## config.mk

```make
export PLATFORM = sky130hd
export DESIGN_NAME = pc_slot_seq
export DESIGN_NICKNAME = d
export VERILOG_FILES = /design/src/rtl/pcseq_pkg.sv /design/src/rtl/pcseq_redirect_reg.sv /design/src/rtl/pcseq_next_pc.sv /design/src/rtl/pcseq_slot_check.sv /design/src/rtl/pc_slot_seq.sv
export SDC_FILE = /design/constraint.sdc
export NUM_CORES = 1
export LEC_CHECK = 0
export BUFFER_PORTS_ARGS = -buffer_cell sky130_fd_sc_hd__clkbuf_2
export CAP_MARGIN = 20
export CORE_MARGIN = 5
export CORE_UTILIZATION = 50
export DETAILED_ROUTE_END_ITERATION = 7
export MAX_ROUTING_LAYER = met4
export PLACE_DENSITY = 0.75
export SKIP_LAST_GASP = 1
export SLEW_MARGIN = 20
export SYNTH_ARGS = -nofsm -noshare
export SYNTH_HDL_FRONTEND = slang
export SYNTH_SLANG_ARGS = --single-unit
```

## constraint.sdc

```tcl
create_clock -name clk -period 2 [get_ports clk]
set_input_delay 0.4 -clock clk [delete_from_list [all_inputs] [get_ports clk]]
set_output_delay 0.4 -clock clk [all_outputs]
set_load 0.02 [all_outputs]
```

## src/rtl/pcseq_pkg.sv

```systemverilog
package pcseq_pkg;

    localparam int unsigned PC_W       = 32;
    localparam int unsigned INSN_BYTES = 4;
    localparam int unsigned ALIGN_BITS = 2;

    typedef logic [PC_W-1:0] addr_t;

    // recorded control transfer awaiting its shadow instruction
    typedef struct packed {
        logic  valid;
        logic  taken;
        logic  indirect;
        addr_t target;
    } redir_t;

    typedef struct packed {
        logic slot_cti;
        logic compact;
        logic align;
    } err_t;

    function automatic addr_t word_floor(input addr_t a);
        return {a[PC_W-1:ALIGN_BITS], {ALIGN_BITS{1'b0}}};
    endfunction

    function automatic logic is_misaligned(input addr_t a);
        return |a[ALIGN_BITS-1:0];
    endfunction

endpackage

```

## src/rtl/pcseq_redirect_reg.sv

```systemverilog
module pcseq_redirect_reg
    import pcseq_pkg::*;
(
    input  logic   clk,
    input  logic   rst,
    input  logic   fetch_ready,
    input  logic   cti_valid,
    input  logic   cti_taken,
    input  logic   cti_indirect,
    input  addr_t  cti_target,
    output redir_t pend_q
);

    redir_t pend_d;

    always_comb begin
        pend_d = pend_q;
        if (fetch_ready) begin
            if (pend_q.valid) begin
                // shadow instruction consumes the redirect; any transfer here is dropped
                pend_d = '0;
            end else if (cti_valid) begin
                pend_d.valid    = 1'b1;
                pend_d.taken    = cti_taken;
                pend_d.indirect = cti_indirect;
                pend_d.target   = cti_target;
            end
        end
    end

    always_ff @(posedge clk) begin
        if (rst) pend_q <= '0;
        else     pend_q <= pend_d;
    end

endmodule

```

## src/rtl/pcseq_next_pc.sv

```systemverilog
module pcseq_next_pc
    import pcseq_pkg::*;
#(
    parameter addr_t RESET_VEC = 32'h0000_1000
) (
    input  logic   clk,
    input  logic   rst,
    input  logic   fetch_ready,
    input  redir_t pend_q,
    output addr_t  pc_q
);

    addr_t seq_pc;
    addr_t pc_d;

    assign seq_pc = pc_q + PC_W'(INSN_BYTES);

    always_comb begin
        pc_d = pc_q;
        if (fetch_ready) begin
            if (pend_q.valid && pend_q.taken) pc_d = word_floor(pend_q.target);
            else                              pc_d = seq_pc;
        end
    end

    always_ff @(posedge clk) begin
        if (rst) pc_q <= RESET_VEC;
        else     pc_q <= pc_d;
    end

endmodule

```

## src/rtl/pcseq_slot_check.sv

```systemverilog
module pcseq_slot_check
    import pcseq_pkg::*;
(
    input  logic   fetch_ready,
    input  redir_t pend_q,
    input  logic   cti_valid,
    input  logic   insn_compact,
    output err_t   err
);

    logic shadow;

    assign shadow = fetch_ready && pend_q.valid;

    always_comb begin
        err.slot_cti = shadow && cti_valid;
        err.compact  = shadow && pend_q.indirect && insn_compact;
        err.align    = shadow && pend_q.taken && is_misaligned(pend_q.target);
    end

endmodule

```

## src/rtl/pc_slot_seq.sv

```systemverilog
module pc_slot_seq
    import pcseq_pkg::*;
#(
    parameter logic [31:0] RESET_VEC = 32'h0000_1000
) (
    input  logic        clk,
    input  logic        rst,
    input  logic        fetch_ready,
    input  logic        cti_valid,
    input  logic        cti_taken,
    input  logic        cti_indirect,
    input  logic [31:0] cti_target,
    input  logic        insn_compact,
    output logic [31:0] fetch_addr,
    output logic        in_slot,
    output logic        err_slot_cti,
    output logic        err_compact,
    output logic        err_align
);

    redir_t pend_q;
    addr_t  pc_q;
    err_t   err;

    pcseq_redirect_reg u_redir (
        .clk          (clk),
        .rst          (rst),
        .fetch_ready  (fetch_ready),
        .cti_valid    (cti_valid),
        .cti_taken    (cti_taken),
        .cti_indirect (cti_indirect),
        .cti_target   (cti_target),
        .pend_q       (pend_q)
    );

    pcseq_next_pc #(.RESET_VEC(RESET_VEC)) u_pc (
        .clk         (clk),
        .rst         (rst),
        .fetch_ready (fetch_ready),
        .pend_q      (pend_q),
        .pc_q        (pc_q)
    );

    pcseq_slot_check u_chk (
        .fetch_ready  (fetch_ready),
        .pend_q       (pend_q),
        .cti_valid    (cti_valid),
        .insn_compact (insn_compact),
        .err          (err)
    );

    assign fetch_addr   = pc_q;
    assign in_slot      = pend_q.valid;
    assign err_slot_cti = err.slot_cti;
    assign err_compact  = err.compact;
    assign err_align    = err.align;

endmodule

```

==> summary.txt <==
RSZ-0062 raised after global routing - no
number of global-route vias before repair - 3,217
pin count of the biggest net entering global routing - 50
Routed Wire Length - 9.66 mm
dominant combinational cell family by area after synthesis - simple AND/OR/NAND/NOR gates
post-DP HPWL - 6.74 mm
status - complete, no violations
Post-synth EDFFs - 0
Total Die Area - 8050 um^2
Layout Cell Area excl Fill - 3940 um^2
Port Buf Inserts - 72
CP max FO - 9
prevailing post-synth register cell - dfxtp_1
Peak VDD IR - 466 uV
Post-Synth XOR/XNOR Area - 0.276%
period utilization - 94.9%
most frequent cell after synthesis - dfxtp_1
routed len/inst - 17.3 um
Leak - 1.58 nW
endpoints failing hold - 0
DP Area - 3760 um^2
ANT nets after route - 0
Synth cell types - 50
Gate Count Post-Synth - 399
Hold Crit Class - input pin to flop
RePlAce Congestion - 0.915
arrival time worst endpoint - 2.16 ns
Adder-Cell Fraction of Synth Area - 0.394%
Via Count - 3,460
Mean Syn Cell Area - 7.96 um^2
Post-synth top cells - 65 x dfxtp_1, 64 x nor2_1, 36 x a22oi_1
mux cell area share after synthesis - 0.985%
final std cells w/o fill - 558
fraction of layout cells with a size suffix above 1 - 26.6%
placed insts - 545
Util after Layout - 62.7%
Post-synth ARST share - 0%
number of diodes - 0
Syn. warnings - 0
Initial Utilization - 50.6%
Overflow after GRT - 0
TritonCTS clock tree - done
Seq cells post-synth - 65
Die Wd - 89.7 um
Post-Synth Simple-Gate Area - 27.8%
mapped cell area - 3180 um^2
post-route minimum period - 1.90 ns
first-pass GRT wire length - 15.9 mm
setup violators final - 0
CTS root buf - clkbuf_8
clk_lat worst skew - 0.34 ns
max-slew violation count - 0
post-synth top area share - 41.0%
TritonCTS Sinks - 65
Hold WS - 0.307 ns
Core Region - 6280 um^2
DR DRC count - 0
Die Span Y - 89.7 um
vias per cell - 6.20
Nets - 519
power density over the cells - 664 nW/um^2
antenna violations before repair - 0
Max Cap Viol - 0
Rel. slew slack - 65.4%
Worst Setup End Kind - flop
initial drt markers - 367
# IOs - 75
Area contributors post-synth - dfxtp_1 41%, a22oi_1 8.5%, nor2_1 7.6%, nand2_1 4.0%, clkbuf_1 3.5%
cts-stage hold buffer count - 0
Max clock buf depth - 2
total CTS buffers - 9
Overall Global Routing Usage - 24.4%
cell taking the most area after synthesis - dfxtp_1
Fin Clk Skew - 0.00781 ns
total negative slack - 0 ns
critical path type - flop to flop
area delta synth->final - 23.9%
clock slew at reported path FFs - 0.07 ns
H-tree depth - 3
Peak Freq - 527 MHz
compound-cell area share of the yosys netlist - 25.0%
CP required - 2.26 ns
1st-pass router iterations - 7
Worst Tran Pin Value - 0.518 ns
Seq/Total Area, Yosys - 41.0%
Row Count - 29
type of origin of the critical path - flop
[power by group]
group / total [mW] / internal, mW / switching [mW]
Combinational: 0.249 / 0.103 / 0.147
Sequential: 1.36 / 1.33 / 0.0253
Clock: 1.01 / 0.532 / 0.476
[per-layer routing]
layer	up-vias	global-route usage (%)	routed length, um
li1	1653	-	-
met1	1595	32.3	4190
met2	202	36.0	4350
met3	10	6.76	1000
met4	0	7.93	110
met5	-	-	0
[registers in the layout, indices dropped and copies added (netlist names)]
register        flops
u_redir.pend_q     35
u_pc.pc_q          30
[area by class of cell]
class                      count  area, um^2
clock buffer                  13         169
tap                           77        96.3
fill                         570        2340
timing repair buffer         101         603
sequential                    65        1300
inverter                       3        11.3
multi-input combinational    299        1750
[logic make-up after synthesis]
group | count (synthesis)
multiplexers | 3
buffers and inverters | 36
AO/OA/AOI/OAI | 117
other | 1
flip-flops | 65
adder cells (fa/ha/maj) | 1
AND/OR/NAND/NOR | 175
XOR/XNOR | 1
[layout by cell type, fill, tap and decap left out, types with 13 or more instances in the layout]
master    instances
a22oi_1          36
clkbuf_2         72
buf_4            27
dfxtp_1          64
nor2_1           60
nand3_1          16
nand2_1          34
a21oi_1          18
and3_1           15
nand4_1          13
o21ai_0          17
[final timing paths]
path,slack [ns],endpoint,from,depth (start not counted)
worst max register to register,0.10,u_pc.pc_q[31]$_SDFFE_PP0P_,u_pc.pc_q[6]$_SDFFE_PP0P_,5
worst max-delay path,0.10,u_pc.pc_q[31]$_SDFFE_PP0P_,u_pc.pc_q[6]$_SDFFE_PP0P_,5
worst min-delay path,0.31,u_redir.pend_q[2]$_SDFFE_PP0P_,cti_target[2],3
worst min register to register,0.50,u_pc.pc_q[3]$_SDFFE_PP0P_,u_redir.pend_q[3]$_SDFFE_PP0P_,2
[repair_timing]
| item | 4_1_cts | 5_1_grt |
|---|---|---|
| setup buffers | 0 | 0 |
| gates resized for setup | 0 | 5 |
| endpoints found under the setup margin | 0 | 5 |
[through the flow]
stage | worst slack [ns] | total power, mW
2_1_floorplan | 0.0236 | 1.53
3_3_place_gp | 0.187 | 1.62
3_5_place_dp | 0.152 | 1.63
4_1_cts | 0.00528 | 2.62
5_1_grt | 0.0183 | 2.71
6_report | 0.102 | 2.62
[critical path, cell delays in order (launching register included)]
cell	delay, ns
dfxtp_1	0.41
nand2_1	0.25
nor3_1	0.37
nand4_1	0.17
or4_1	0.43
a31oi_1	0.20
Power figures use the tool's default switching activity.
